$ cat src/rtl/conv5_pkg.sv
package conv5_pkg;

  // Binomial coefficient C(n, k)
  function automatic int binom(input int n, input int k);
    int c;
    c = 1;
    for (int i = 0; i < k; i++) c = c * (n - i) / (i + 1);
    return c;
  endfunction

  // Weight of tap idx in a kdim x kdim binomial mask (row-major index)
  function automatic int tap_weight(input int kdim, input int idx);
    return binom(kdim - 1, idx / kdim) * binom(kdim - 1, idx % kdim);
  endfunction

  // Largest weight of the mask (centre tap)
  function automatic int peak_weight(input int kdim);
    int m;
    m = binom(kdim - 1, (kdim - 1) / 2);
    return m * m;
  endfunction

  // Operand count remaining after lvl levels of pairwise reduction
  function automatic int level_count(input int n, input int lvl);
    int c;
    c = n;
    for (int i = 0; i < lvl; i++) c = (c + 1) / 2;
    return c;
  endfunction

endpackage

$ cat src/rtl/conv5_mul_stage.sv
module conv5_mul_stage
  import conv5_pkg::*;
#(
  parameter int PIX_W  = 8,
  parameter int KDIM   = 5,
  parameter int WGT_W  = 6,
  parameter int PROD_W = 14
) (
  input  logic                         clk,
  input  logic [KDIM*KDIM*PIX_W-1:0]   win,
  output logic [KDIM*KDIM*PROD_W-1:0]  prod
);
  localparam int TAPS = KDIM * KDIM;

  for (genvar t = 0; t < TAPS; t++) begin : g_tap
    localparam logic [WGT_W-1:0] WT = WGT_W'(tap_weight(KDIM, t));
    logic [PROD_W-1:0] p_q;
    always_ff @(posedge clk) begin
      p_q <= PROD_W'(win[t*PIX_W +: PIX_W]) * PROD_W'(WT);
    end
    assign prod[t*PROD_W +: PROD_W] = p_q;
  end
endmodule

$ cat src/rtl/conv5_add_level.sv
module conv5_add_level #(
  parameter int N_IN = 25,
  parameter int W_IN = 14
) (
  input  logic                                clk,
  input  logic [N_IN*W_IN-1:0]                din,
  output logic [((N_IN+1)/2)*(W_IN+1)-1:0]    dout
);
  localparam int N_OUT = (N_IN + 1) / 2;
  localparam int W_OUT = W_IN + 1;

  for (genvar k = 0; k < N_OUT; k++) begin : g_node
    logic [W_OUT-1:0] s_q;
    if (2 * k + 1 < N_IN) begin : g_pair
      always_ff @(posedge clk) begin
        s_q <= W_OUT'(din[(2*k)*W_IN +: W_IN]) + W_OUT'(din[(2*k+1)*W_IN +: W_IN]);
      end
    end else begin : g_pass
      always_ff @(posedge clk) begin
        s_q <= W_OUT'(din[(2*k)*W_IN +: W_IN]);
      end
    end
    assign dout[k*W_OUT +: W_OUT] = s_q;
  end
endmodule

$ cat src/rtl/conv5_scale.sv
module conv5_scale #(
  parameter int PIX_W   = 8,
  parameter int SUM_W   = 19,
  parameter int NORM_SH = 8
) (
  input  logic             clk,
  input  logic [SUM_W-1:0] sum,
  output logic [PIX_W-1:0] pix
);
  // Round half up, then drop the fractional bits
  function automatic logic [PIX_W-1:0] norm_round(input logic [SUM_W-1:0] s);
    logic [SUM_W:0] biased;
    biased = {1'b0, s} + (SUM_W+1)'(1 << (NORM_SH - 1));
    return biased[NORM_SH +: PIX_W];
  endfunction

  always_ff @(posedge clk) begin
    pix <= norm_round(sum);
  end
endmodule

$ cat src/rtl/conv5_window_filter.sv
module conv5_window_filter
  import conv5_pkg::*;
#(
  parameter int PIX_W = 8,
  parameter int KDIM  = 5
) (
  input  logic                       clk,
  input  logic                       rst,
  input  logic                       in_valid,
  input  logic [KDIM*KDIM*PIX_W-1:0] in_win,
  output logic                       out_valid,
  output logic [PIX_W-1:0]           out_pix
);
  localparam int TAPS    = KDIM * KDIM;
  localparam int WGT_W   = $clog2(peak_weight(KDIM) + 1);
  localparam int PROD_W  = PIX_W + WGT_W;
  localparam int LEVELS  = $clog2(TAPS);
  localparam int SUM_W   = PROD_W + LEVELS;
  localparam int NORM_SH = 2 * (KDIM - 1);
  localparam int LAT     = LEVELS + 2;

  // Stage 1: weighting
  logic [TAPS*PROD_W-1:0] prod_flat;

  conv5_mul_stage #(
    .PIX_W (PIX_W),
    .KDIM  (KDIM),
    .WGT_W (WGT_W),
    .PROD_W(PROD_W)
  ) u_mul (
    .clk (clk),
    .win (in_win),
    .prod(prod_flat)
  );

  // Stages 2..LEVELS+1: registered two-input adder tree
  for (genvar l = 0; l < LEVELS; l++) begin : g_lvl
    localparam int NI = level_count(TAPS, l);
    localparam int NO = level_count(TAPS, l + 1);
    localparam int WI = PROD_W + l;
    localparam int WO = WI + 1;
    logic [NI*WI-1:0] din;
    logic [NO*WO-1:0] dout;
    if (l == 0) begin : g_first
      assign din = prod_flat;
    end else begin : g_next
      assign din = g_lvl[l-1].dout;
    end
    conv5_add_level #(
      .N_IN(NI),
      .W_IN(WI)
    ) u_add (
      .clk (clk),
      .din (din),
      .dout(dout)
    );
  end

  // Named internal events for the checker
  logic [SUM_W-1:0] tree_sum;
  logic             tree_valid;
  assign tree_sum = g_lvl[LEVELS-1].dout;

  // Final stage: rounding shift
  conv5_scale #(
    .PIX_W  (PIX_W),
    .SUM_W  (SUM_W),
    .NORM_SH(NORM_SH)
  ) u_scale (
    .clk(clk),
    .sum(tree_sum),
    .pix(out_pix)
  );

  // Valid strobe travels alongside the data
  logic [LAT-1:0] vld_q;
  always_ff @(posedge clk) begin
    if (rst) vld_q <= '0;
    else     vld_q <= {vld_q[LAT-2:0], in_valid};
  end

  assign tree_valid = vld_q[LAT-2];
  assign out_valid  = vld_q[LAT-1];
endmodule

$ cat config.mk
export PLATFORM = sky130hd
export DESIGN_NAME = conv5_window_filter
export DESIGN_NICKNAME = d
export VERILOG_FILES = /design/src/rtl/conv5_pkg.sv /design/src/rtl/conv5_mul_stage.sv /design/src/rtl/conv5_add_level.sv /design/src/rtl/conv5_scale.sv /design/src/rtl/conv5_window_filter.sv
export SDC_FILE = /design/constraint.sdc
export NUM_CORES = 1
export LEC_CHECK = 0
export CORE_MARGIN = 4
export CORE_UTILIZATION = 30
export DETAILED_ROUTE_END_ITERATION = 8
export DONT_BUFFER_PORTS = 1
export GPL_ROUTABILITY_DRIVEN = 1
export SETUP_SLACK_MARGIN = 0.4
export SLEW_MARGIN = 20
export SYNTH_ARGS = -nofsm -noshare
export SYNTH_HDL_FRONTEND = slang
export SYNTH_SLANG_ARGS = --single-unit
export TNS_END_PERCENT = 5
$ cat constraint.sdc
create_clock -name clk -period 7.5 [get_ports clk]
set_clock_uncertainty 0.2 [all_clocks]
set_input_delay 1.125 -clock clk [delete_from_list [all_inputs] [get_ports clk]]
set_output_delay 1.125 -clock clk [all_outputs]
set_load 0.05 [all_outputs]
# ---- Word-level counts from Yosys, hierarchy flattened
# Cells that the tools add are included.
dict set report word_totals {
  register_bits 631
}
dict set report op_classes {
  multipliers 9
  addsub 25
}
# operator count
set ops {}
lappend ops {{adder 15 x 15 -> 16 bit} 6}
lappend ops {{adder 16 bit} 5}
lappend ops {{multiplier 8 x 2 -> 10 bit (second input constant)} 8}
lappend ops {{adder 11 x 10 -> 12 bit} 3}
lappend ops {{adder 8 x 10 -> 11 bit} 3}
lappend ops {{adder 12 x 13 -> 14 bit} 2}
lappend ops {{adder 12 x 10 -> 13 bit} 2}
lappend ops {{adder 16 x 8 -> 16 bit} 1}
lappend ops {{adder 16 x 8 -> 16 bit (second input constant)} 1}
lappend ops {{adder 14 x 13 -> 15 bit} 1}
lappend ops {{adder 11 x 13 -> 14 bit} 1}
lappend ops {{multiplier 8 x 4 -> 12 bit (second input constant)} 1}

# ---- Depth between registers and ports, before layout
# Gate-level depths: netlist (run 1).
dict set report depth {
  ltp_word 1
  ltp_mapped 10
}

# ---- Hierarchy
# From an unflattened synthesis (run 1), not the netlist that was laid out.
dict set report unflattened {
  hier_cells 3217
  hier_area_um2 32675.1
}
# mod n_inst seq_area_each_um2 area_per_inst_um2 cells_each
set by_module_without_submodules {}
lappend by_module_without_submodules {{conv5_add_level (g_lvl[0].u_add)} 1 3883.7 10849.2 1113}
lappend by_module_without_submodules {conv5_mul_stage 1 4404.2 8046.5 672}
lappend by_module_without_submodules {{conv5_add_level (g_lvl[1].u_add)} 1 2222.1 6114.6 627}
lappend by_module_without_submodules {{conv5_add_level (g_lvl[2].u_add)} 1 1341.3 3468.3 344}
lappend by_module_without_submodules {{conv5_add_level (g_lvl[3].u_add)} 1 720.7 2368.5 266}
lappend by_module_without_submodules {{conv5_add_level (g_lvl[4].u_add)} 1 380.4 1355.0 155}
lappend by_module_without_submodules {conv5_scale 1 160.2 289.0 26}
lappend by_module_without_submodules {conv5_window_filter 1 140.1 183.9 14}

# ---- Least setup slack after synthesis (run 1)
# OpenSTA, ideal clock, no wires.
dict set report synth_timing {
  path_type {input to register}
  startpoint {input port in_win[97]}
  endpoint {register u_mul.g_tap[12].p_q[12]}
  stages 10
  arrival_ns 2.548
  slack_ns 4.634
  setup_ns 0.118
  t_required_ns 7.182
  path_cell_list {ha_1 ha_1 inv_1 fa_1 inv_1 a21oi_1 o21bai_1 a21o_1 nand2_1 xnor2_1}
}
dict set report synth_via {
  elab_chain_cells 1
}
# item line_no
set synth_lines {}
lappend synth_lines {{from (decl)} conv5_window_filter.sv:10} ;# input logic [KDIM*KDIM*PIX_W-1:0] in_win,
lappend synth_lines {{multiplier 8 x 4 -> 12 bit} conv5_mul_stage.sv:19} ;# p_q <= PROD_W'(win[t*PIX_W +: PIX_W]) * PROD_W'(WT);
lappend synth_lines {{to (signal assigned)} conv5_mul_stage.sv:19}
lappend synth_lines {{to (decl)} conv5_mul_stage.sv:17} ;# logic [PROD_W-1:0] p_q;
# No other way between the ends.
# A chain may end at the register's enable or synchronous reset.

# ---- Worst setup path in the final report (run 1)
dict set report layout_timing {
  startpoint {register g_lvl[1].u_add.g_node[2].s_q[1]}
  endpoint {register g_lvl[2].u_add.g_node[1].s_q[15]}
}
dict set report layout_via {
  elab_chain_cells 1
}
# item line_no
set layout_lines {}
lappend layout_lines {{from (decl)} conv5_add_level.sv:13} ;# logic [W_OUT-1:0] s_q;
lappend layout_lines {{from (signal assigned)} conv5_add_level.sv:16} ;# s_q <= W_OUT'(din[(2*k)*W_IN +: W_IN]) + W_OUT'(din[(2*k+1)*W_IN +: W_IN]);
lappend layout_lines {{adder 16 bit} conv5_add_level.sv:16}
lappend layout_lines {{to (signal assigned)} conv5_add_level.sv:16}
lappend layout_lines {{to (decl)} conv5_add_level.sv:13}
# No other way between the ends.

==> summary.txt, run 1 <==
Timing
  • Setup repair after global routing missed its margin: no
  • Setup-failing EPs final: 0
  • Final hold violations: 0
  • Total negative setup slack: 0 ns
  • Max Fclk: 356.8 MHz
  • Minimum period implied by the final worst setup slack: 2.803 ns
  • Final clock period utilization by the worst path: 37.37%
  • Final number of max-transition violations: 0
  • Max transition margin: 57.44%
  • Slew at the pin closest to its max-slew limit: 0.6222 ns

Min path
  • Beginning of the worst hold path: u_mul.g_tap[19].p_q[3]
  • Hold WC Path Type: register to register

Die
  • Core Box Area: 74950 µm²
  • Top-level port count: 212
  • Die X: 283.9 µm
  • Initial core utilization: 30.46%
  • Row Count: 100
  • Die height: 283.9 µm
  • Area of the die: 80580 µm²

Synth
  • Number of flip-flops and latches in the synthesized netlist: 566
  • Area share of the leading cell type in the synthesized netlist: 49.63%
  • Post-synthesis net count: 2557
  • Top_reg_cell synth: dfxtp_1
  • Library cell with the largest summed area after synthesis: dfxtp_1
  • Syn Std Cell Area: 22830 µm²
  • Number of enable-type register cells in the synthesized netlist: 0
  • Library cell with the highest instance count after synthesis: dfxtp_1
  • Ranking of synthesized cells by area: dfxtp_1, ha_1, xnor2_1, a21oi_1, xor2_1
  • Fraction of registers with async set or reset after synthesis: 0%
  • Cells after Synth: 2018
  • Syn avg cell area: 11.31 µm²
  • Sequential cell area fraction in the yosys report: 49.63%
  • List of most frequent post-synthesis cells: dfxtp_1, ha_1, xnor2_1
  • Total number of yosys warnings: 0
  • Number of distinct standard cells referenced by the synthesized netlist: 57

CTS
  • Number of buffers inserted for hold repair after clock tree synthesis: 0
  • CTS tree: built
  • Maximum root-to-sink buffer count: 3
  • Root buf cell: clkbuf_16
  • Number of cells upsized or downsized after cts: 0
  • Clock-pin slew reported for the worst setup and hold paths after clock tree synthesis: 0.06 ns
  • Post-CTS setup buffers: 0
  • Insertion delay to the later sink of the worst-skew pair: 0.57 ns
  • CTS HTree Levels: 3
  • CTS sink cnt: 566
  • TritonCTS buffer count: 66

Routing
  • Vias per cell: 4.465
  • Pre-antenna DRT Iters: 5
  • DRC violations left: 0
  • Initial detailed-routing violation count: 410
  • Number of vias in the routed layout: 13900
  • Antenna violation net count after detailed routing: 0
  • Aggregate routed wire length: 42850 µm
  • Drt wl/cell: 13.77 µm

GRT
  • Wire length of the first global-routing pass: 70630 µm
  • Maximum number of pins on one net before global-route repair: 14
  • All-Layer GR Usage: 10.68%
  • Residual overflow from global routing: 0
  • Number of antenna violations at the first check in global routing: 13
  • Vias in the first global route: 14630

Cells and area
  • Final instance area: 26310 µm²
  • Multi-input gate area in the final layout: 10990 µm²
  • Area added between synthesis and finish: 15.24%
  • Fraction of layout cells with a size suffix above 1: 5.907%
  • Area used by sequential logic in the layout: 11330 µm²
  • Fin nets: 2625
  • Number of fill cells in the layout: 7293

Outcome
  • Outcome: complete, no violations

Setup path
  • Dominant delay contributor by cell family on the critical path: compound AO/OA/AOI/OAI gates
  • Critical path class: register to register
  • Signal arrival time at the worst endpoint: 3.03 ns
  • Required @ worst endpoint: 7.73 ns
  • Buffering stage count on the worst path with inverters included: 0
  • Worst Setup End Kind: register
  • Largest fanout on the critical path: 3
  • First element of the critical path: g_lvl[1].u_add.g_node[2].s_q[1]
  • Largest stage delay, worst path: 0.45 ns
  • Source of the worst register-to-register timing path: g_lvl[1].u_add.g_node[2].s_q[1]
  • Cell with the largest stage delay on the worst path: fa_1
  • Sort of element at the start of the critical path: register
  • Cell-by-cell trace of the critical path: ha_1, fa_1, a211oi_2, nor2_1, o31a_1, or4_1, o2111ai_2, o21a_2, o311ai_1

Power and ir drop
  • Clock Power Share: 27.8%
  • Leakage: 11.86 nW
  • Worst-case vdd ir drop: 0.1662 mV
  • Total Power: 11.69 mW
  • Switching Share: 32.72%
  • Combinational group share of total power: 35.6%
  • Total net switching power: 3.824 mW
  • Cell area power density: 444.2 nW/µm²
  • Portion of total power attributed to sequential cells: 36.6%
  • Internal Pwr Total: 7.863 mW

Place
  • Port bufs: 0
  • Final weighted congestion in routability-driven placement: 0.7878
  • Area after DPL: 24040 µm²
  • DP HPWL: 33990 µm

Flow run
  • Number of max-cap violations: 0
## worst register-to-register path: stages, from the launching register on
cell	delay, ns
dfxtp_1	0.32
ha_1	0.24
fa_1	0.45
a211oi_2	0.20
nor2_1	0.10
o31a_1	0.28
or4_1	0.42
o2111ai_2	0.13
o21a_2	0.19
o311ai_1	0.14
## worst paths after layout
path,to,slack [ns],cells past startpoint
setup / recovery,g_lvl[2].u_add.g_node[1].s_q[15],4.70,9
hold / removal,g_lvl[0].u_add.g_node[9].s_q[3],0.12,0
setup reg to reg,g_lvl[2].u_add.g_node[1].s_q[15],4.70,9
hold reg to reg,g_lvl[0].u_add.g_node[9].s_q[3],0.12,0
## cell families (layout without fill, tap and decap cells)
| family | Yosys count | count (layout) | synth area share, % |
|---|---|---|---|
| buffers and inverters | 137 | 252 | 2.252 |
| AO/OA/AOI/OAI | 467 | 467 | 13.31 |
| AND/OR/NAND/NOR | 247 | 247 | 5.179 |
| other | 0 | 10 | 0 |
| flip-flops | 566 | 566 | 49.63 |
| adder cells (fa/ha/maj) | 336 | 336 | 19.47 |
| XOR/XNOR | 265 | 265 | 10.17 |
## sequential cells by signal (all words and copies together), names as in the netlist
register and cells:
u_scale.pix 8, g_lvl.u_add.dout 9, u_mul.g_tap.p_q 220, vld_q 7, g_lvl.u_add.g_node.s_q 322
## layout make-up
| class | count | share of cell area (%) |
|---|---|---|
| Clock buffer | 92 | 7.310 |
| Sequential cell | 566 | 43.07 |
| Tap cell | 969 | 4.608 |
| Antenna cell | 10 | 0.09512 |
| Inverter | 137 | 1.955 |
| Multi-Input combinational cell | 1315 | 41.76 |
| Clock inverter | 23 | 1.208 |
## placed cells by master (no fill, tap or decap), types with 55 or more instances in the layout
cell       count
a21o_1        84
nor2_1        70
ha_1         304
inv_1        137
nand2_1       66
xnor2_1      187
xor2_1        78
a21oi_1      172
o21bai_1      55
dfxtp_1      566
o21ai_0       63
clkbuf_16     69
## power groups by stage
stage	Combinational, mW	Sequential [mW]	Clock (mW)
floorplan	3.42	4.19	0
global placement	4.07	4.36	0
detailed placement	4.17	4.37	0
CTS	4.21	4.31	3.37
global route	4.75	4.36	3.50
finish	4.16	4.28	3.25
## routing by layer
layer	share of wire, %	global-route usage (%)	routed length, µm
met5	0.030	0	13
met4	3.6	4.790	1549
met2	50	18.93	21260
met1	42	11.86	17790
met3	5.2	3.108	2242
## metrics by stage
step                hold WS [ns]  std cells  util [%]  setup WS [ns]
floorplan                 0.1096       2018         -          4.634
global placement          0.1134       2987     32.08          4.532
detailed placement        0.1121       2987     32.08          4.502
CTS                       0.1228       3102     35.07          4.699
global route              0.1263       3110     35.10          4.559
finish                    0.1225       3112     35.10          4.697
Power figures use the tool's default switching activity.
==> run 2, diff against run 1 <==
==> constraint.sdc (replaced) <==
create_clock -name clk -period 2.7 [get_ports clk]
set_clock_uncertainty 0.2 [all_clocks]
set_input_delay 0.405 -clock clk [delete_from_list [all_inputs] [get_ports clk]]
set_output_delay 0.405 -clock clk [all_outputs]
set_load 0.05 [all_outputs]
==> run 2 against run 1 <==
Compared with the run above:
- cell count rose by 6.9%
- worst setup slack got worse by 4.5 ns
- critical path depth did not move
- via count rose by 4.7%
- non-clock buffer count rose by 226
- final area rose by 8.5%
- clock power rose to 2.7 times the previous value
==> summary.txt, run 2 (same netlist as run 1, synthesis figures left out) <==
Routing
  • Initial detailed-routing violation count: 490
  • Vias per cell: 4.372
  • Aggregate routed wire length: 44850 µm
  • DRC violations left: 0
  • Drt wl/cell: 13.48 µm
  • Antenna violation net count after detailed routing: 0
  • Pre-antenna DRT Iters: 7
  • Number of vias in the routed layout: 14550

Cells and area
  • Fraction of layout cells with a size suffix above 1: 6.491%
  • Highest-count cells in the layout ignoring fill and taps: dfxtp_1, ha_1, dlygate4sd3_1
  • Number of fill cells in the layout: 7078
  • Final Core Density: 38.10%
  • Most common cell after layout, fill and taps aside: dfxtp_1
  • Area added between synthesis and finish: 25.08%
  • Number of cells in the finished layout apart from fillers: 3328
  • Flip-flop count of the largest register after layout: 322
  • Fin nets: 2846
  • Largest Register: g_lvl.u_add.g_node.s_q
  • Final instance area: 28560 µm²

Setup path
  • Required @ worst endpoint: 3.02 ns
  • FF-to-FF path depth: 9
  • Critical path class: register to register
  • Worst Setup End Kind: register
  • Signal arrival time at the worst endpoint: 2.86 ns
  • Source of the worst register-to-register timing path: u_mul.g_tap[12].p_q[3]
  • Reg-to-reg setup timing slack: 0.16 ns
  • Sort of element at the start of the critical path: register
  • Largest fanout on the critical path: 2
  • RR Endpoint: g_lvl[0].u_add.g_node[6].s_q[13]

Outcome
  • Outcome: complete, no violations

Place
  • Setup Slack @ Placement: 0.1239 ns
  • Area after DPL: 24060 µm²
  • Final weighted congestion in routability-driven placement: 0.7835
  • Port bufs: 0
  • DP HPWL: 33500 µm
  • Number of placed instances with taps included: 2987

Power and ir drop
  • Combinational group share of total power: 37.2%
  • Switching Share: 32.98%
  • Cell area power density: 1144 nW/µm²
  • Internal Pwr Total: 21.90 mW
  • Worst-case vdd ir drop: 0.5487 mV
  • Leakage: 12.76 nW
  • Clock Power Share: 26.5%
  • Total net switching power: 10.78 mW
  • Portion of total power attributed to sequential cells: 36.4%
  • Total Power: 32.68 mW

Min path
  • Hold WC Path Type: input port to register
  • Beginning of the worst hold path: in_win[82]
  • Worst Hold Depth: 4
  • Worst hold path endpoint: u_mul.g_tap[10].p_q[5]

CTS
  • CTS tree: built
  • CTS sink cnt: 566
  • Root buf cell: clkbuf_16
  • Insertion delay to the later sink of the worst-skew pair: 0.62 ns
  • CTS HTree Levels: 2
  • Maximum root-to-sink buffer count: 3
  • TritonCTS buffer count: 61
  • Clock-pin slew reported for the worst setup and hold paths after clock tree synthesis: 0.06 ns

Timing
  • Total negative setup slack: 0 ns
  • Final clock period utilization by the worst path: 93.93%
  • Setup-failing EPs final: 0
  • Max transition margin: 63.17%
  • Final hold violations: 0
  • Minimum period implied by the final worst setup slack: 2.536 ns
  • Worst-case hold slack: 0.05157 ns
  • Slew at the pin closest to its max-slew limit: 0.5517 ns
  • Final worst slack: 0.1638 ns
  • Setup repair after global routing missed its margin: yes
  • Max Fclk: 394.3 MHz
  • Final number of max-transition violations: 0

Flow run
  • Number of max-cap violations: 0

GRT
  • All-Layer GR Usage: 11.06%
  • Wire length of the first global-routing pass: 74590 µm
  • Residual overflow from global routing: 0
  • Number of antenna violations at the first check in global routing: 3
  • Maximum number of pins on one net before global-route repair: 17
  • Vias in the first global route: 15550

Die
  • Area of the die: 80580 µm²
  • Top-level port count: 212
  • Die X: 283.9 µm
  • Core Box Area: 74950 µm²
  • Row Count: 100
  • Die height: 283.9 µm
  • Initial core utilization: 30.46%
[run 2: cell count changes in the layout (fill, tap and decap cells not counted), moves of 3 or more]
cell,change
a21oi_1,-6
a21oi_2,+6
buf_4,+6
clkbuf_16,-7
clkbuf_8,+6
diode_2,-8
dlygate4sd3_1,+220
fa_1,-6
fa_2,+6
ha_1,-3
[run 2: power groups by stage]
| stage | Sequential [mW] | Combinational, mW | Clock [mW] |
|---|---|---|---|
| 2_1_floorplan | 11.6 | 9.51 | 0 |
| 3_3_place_gp | 12.1 | 11.3 | 0 |
| 5_1_grt | 12.1 | 13.8 | 9.30 |
| 4_1_cts | 11.9 | 12.1 | 8.95 |
| 3_5_place_dp | 12.1 | 11.6 | 0 |
| 6_report | 11.9 | 12.1 | 8.64 |
[run 2: what timing repair did]
item	CTS	global route
pin swaps	13	12
gates resized for setup	5	18
setup buffers	4	2
endpoints found under the hold margin	226	0
hold buffers	220	0
setup endpoints to repair	33	70
cloned	0	0
[run 2: how the worst max path moves through the flow]
stage	slack (ns)	start	cells past startpoint	end
final	0.16	u_mul.g_tap[12].p_q[3]	9	g_lvl[0].u_add.g_node[6].s_q[13]
after global routing	0.04	g_lvl[1].u_add.g_node[2].s_q[1]	9	g_lvl[2].u_add.g_node[1].s_q[15]
after floorplan	0.27	g_lvl[1].u_add.g_node[2].s_q[1]	9	g_lvl[2].u_add.g_node[1].s_q[15]
after detailed placement	0.12	g_lvl[1].u_add.g_node[2].s_q[1]	9	g_lvl[2].u_add.g_node[1].s_q[15]
after global placement	0.15	g_lvl[2].u_add.g_node[2].s_q[0]	9	g_lvl[3].u_add.g_node[1].s_q[10]
after CTS	0.16	g_lvl[0].u_add.g_node[4].s_q[2]	9	g_lvl[1].u_add.g_node[2].s_q[14]
[run 2: worst max-delay path, cell delays in order, from the launching register on]
cell and delay (ns):
dfxtp_1 0.30, ha_1 0.22, fa_1 0.41, a21o_1 0.19, a21oi_2 0.17, o21bai_1 0.13, a2111oi_2 0.40, o31ai_1 0.13
a21oi_1 0.20, xnor2_1 0.13
[run 2: cell type report]
cell class	instances	area, µm²	share of cell area, %
antenna	2	5.005	0.01753
clock buffer	91	1831	6.410
clock inverter	22	320.3	1.122
inverter	137	514.2	1.801
multi-input combinational	1315	11100	38.85
sequential	566	11330	39.68
tap	969	1212	4.246
timing repair buffer	226	2247	7.869
[run 2: per-layer routing]
metal | part of all wire [%] | GRT usage (%) | wire, µm | vias up
met5 | 0.029 | 0 | 13 | -
li1 | - | - | - | 7523
met1 | 43 | 12.78 | 19230 | 6767
met4 | 2.2 | 3.239 | 999 | 2
met2 | 51 | 20.56 | 22990 | 187
met3 | 3.6 | 2.233 | 1618 | 71
==> run 3, diff against run 2 <==
--- a/config.mk
+++ b/config.mk
@@ -5,7 +5,6 @@
 export SDC_FILE = /design/constraint.sdc
 export NUM_CORES = 1
 export LEC_CHECK = 0
-export CORE_MARGIN = 4
 export CORE_UTILIZATION = 30
 export DETAILED_ROUTE_END_ITERATION = 8
 export DONT_BUFFER_PORTS = 1
==> run 3 against run 2 <==
Compared with the run above:
- worst setup slack gained 0.0059 ns
- cell count grew 0.24%
- clock power grew 6.1%
- sequential cell count is the same
- wire length grew 0.69%
- register-to-register slack is essentially flat
- sequential power is essentially flat
- non-clock buffer count shrank 1
- via count grew 0.43%
- clock-buffer cell count is the same
- global-route usage grew 0.72 points
==> summary.txt, run 3 (same netlist as run 1, synthesis figures left out) <==
Power and ir drop
  • Cell area power density: 1158 nW/µm²
  • Leakage: 12.83 nW
  • Total Power: 33.21 mW
  • Worst-case vdd ir drop: 0.4495 mV

Place
  • Port bufs: 0
  • Final weighted congestion in routability-driven placement: 0.7763
  • Area after DPL: 24060 µm²
  • DP HPWL: 33120 µm
  • Number of placed instances with taps included: 2987

GRT
  • Wire length of the first global-routing pass: 74030 µm
  • Number of antenna violations at the first check in global routing: 6
  • Residual overflow from global routing: 0
  • All-Layer GR Usage: 11.78%
  • Met1 usage: 13.19%
  • Met2 track utilization from global routing: 21.10%
  • Vias in the first global route: 15640
  • Met3 layer usage reported by global route: 2.426%
  • Most congested layer reported by global routing: met2
  • Maximum number of pins on one net before global-route repair: 14

Timing
  • Total negative setup slack: 0 ns
  • Max Fclk: 395.2 MHz
  • Slew at the pin closest to its max-slew limit: 0.5486 ns
  • Final clock period utilization by the worst path: 93.71%
  • Max transition margin: 63.37%
  • Final number of max-transition violations: 0
  • Minimum period implied by the final worst setup slack: 2.530 ns
  • Final hold violations: 0
  • Setup repair after global routing missed its margin: yes
  • Setup-failing EPs final: 0

Routing
  • Initial detailed-routing violation count: 366
  • Aggregate routed wire length: 45160 µm
  • Vias per cell: 4.380
  • DRC violations left: 0
  • Pre-antenna DRT Iters: 4
  • Antenna violation net count after detailed routing: 0
  • Number of vias in the routed layout: 14610
  • Drt wl/cell: 13.54 µm

CTS
  • Root buf cell: clkbuf_16
  • Insertion delay to the later sink of the worst-skew pair: 0.59 ns
  • Maximum root-to-sink buffer count: 3
  • CTS tree: built
  • CTS sink cnt: 566
  • Clock-pin slew reported for the worst setup and hold paths after clock tree synthesis: 0.05 ns
  • CTS HTree Levels: 3
  • TritonCTS buffer count: 66

Setup path
  • Signal arrival time at the worst endpoint: 2.84 ns
  • Largest fanout on the critical path: 2
  • Required @ worst endpoint: 3.01 ns
  • Worst Setup End Kind: register
  • Sort of element at the start of the critical path: register
  • Critical path class: register to register

Cells and area
  • Area added between synthesis and finish: 25.60%
  • Fraction of layout cells with a size suffix above 1: 6.774%
  • Largest Register: g_lvl.u_add.g_node.s_q
  • Number of cells in the finished layout apart from fillers: 3336
  • Most common cell after layout, fill and taps aside: dfxtp_1
  • Fin nets: 2850
  • Final instance area: 28680 µm²
  • Flip-flop count of the largest register after layout: 322
  • Highest-count cells in the layout ignoring fill and taps: dfxtp_1, ha_1, dlygate4sd3_1
  • Final Core Density: 38.32%
  • Number of fill cells in the layout: 7119

Outcome
  • Outcome: complete, no violations

Flow run
  • Number of max-cap violations: 0

Die
  • Row Count: 100
  • Die X: 277.9 µm
  • Area of the die: 77210 µm²
  • Top-level port count: 212
  • Initial core utilization: 30.51%
  • Core Box Area: 74820 µm²
  • Die height: 277.9 µm

Min path
  • Hold WC Path Type: input port to register
-- run 3: cell count changes in the layout (fill, tap and decap cells not counted), sizes merged --
| cell | change |
|---|---|
| diode | +3 |
| dlygate4sd3 | -1 |
| clkinv | +3 |
| inv | +3 |
-- run 3: layout make-up --
| class | count | area (µm²) | share of cell area [%] |
|---|---|---|---|
| clock buffers | 91 | 1942 | 6.772 |
| diodes | 5 | 12.51 | 0.04363 |
| repair buffers | 225 | 2237 | 7.802 |
| clock inverters | 28 | 341.6 | 1.191 |
| well taps | 969 | 1212 | 4.228 |
| multi-input cells | 1315 | 11080 | 38.66 |
| inverters | 137 | 514.2 | 1.793 |
| flip-flops and latches | 566 | 11330 | 39.51 |
-- run 3: where the power goes --
group,total (mW),switching [mW],internal (mW)
Clock,9.17,3.45,5.72
Sequential,11.9,1.18,10.7
Combinational,12.2,6.27,5.91
Total,33.2,10.9,22.3
-- run 3: metal layers --
| layer | part of all wire [%] | wire, µm |
|---|---|---|
| met5 | 0.051 | 23 |
| met1 | 43 | 19210 |
| met3 | 3.6 | 1616 |
| met4 | 3.3 | 1484 |
| met2 | 51 | 22820 |
-- run 3: repair_timing --
item / CTS / global route
buffers inserted: 3 / 3
setup endpoints to repair: 32 / 71
resized for setup: 6 / 17
pin swaps: 6 / 13
endpoints found under the hold margin: 226 / 0
hold buffers: 219 / 0
-- run 3: final timing paths --
check	from	to	slack, ns	depth (start not counted)
max	u_mul.g_tap[12].p_q[3]	g_lvl[0].u_add.g_node[6].s_q[13]	0.17	9
min	in_win[98]	u_mul.g_tap[12].p_q[8]	0.05	3
max reg2reg	u_mul.g_tap[12].p_q[3]	g_lvl[0].u_add.g_node[6].s_q[13]	0.17	9
min reg2reg	u_mul.g_tap[2].p_q[1]	g_lvl[0].u_add.g_node[1].s_q[1]	0.12	0
-- run 3: metrics by stage --
step	setup slack, ns	hold WS (ns)
3_3_place_gp	0.1658	0.1127
2_1_floorplan	0.2659	0.1096
5_1_grt	0.04544	0.03875
6_report	0.1697	0.05422
4_1_cts	0.1457	0.002809
3_5_place_dp	0.07356	0.1121
-- run 3: worst max-delay path: stages, from the launching register on --
cell and delay (ns):
dfxtp_1 0.30, ha_1 0.21, fa_1 0.41, a21o_1 0.18
a21oi_2 0.17, o21bai_1 0.11, a2111oi_2 0.44, o31ai_1 0.11
a21oi_1 0.19, xnor2_1 0.15
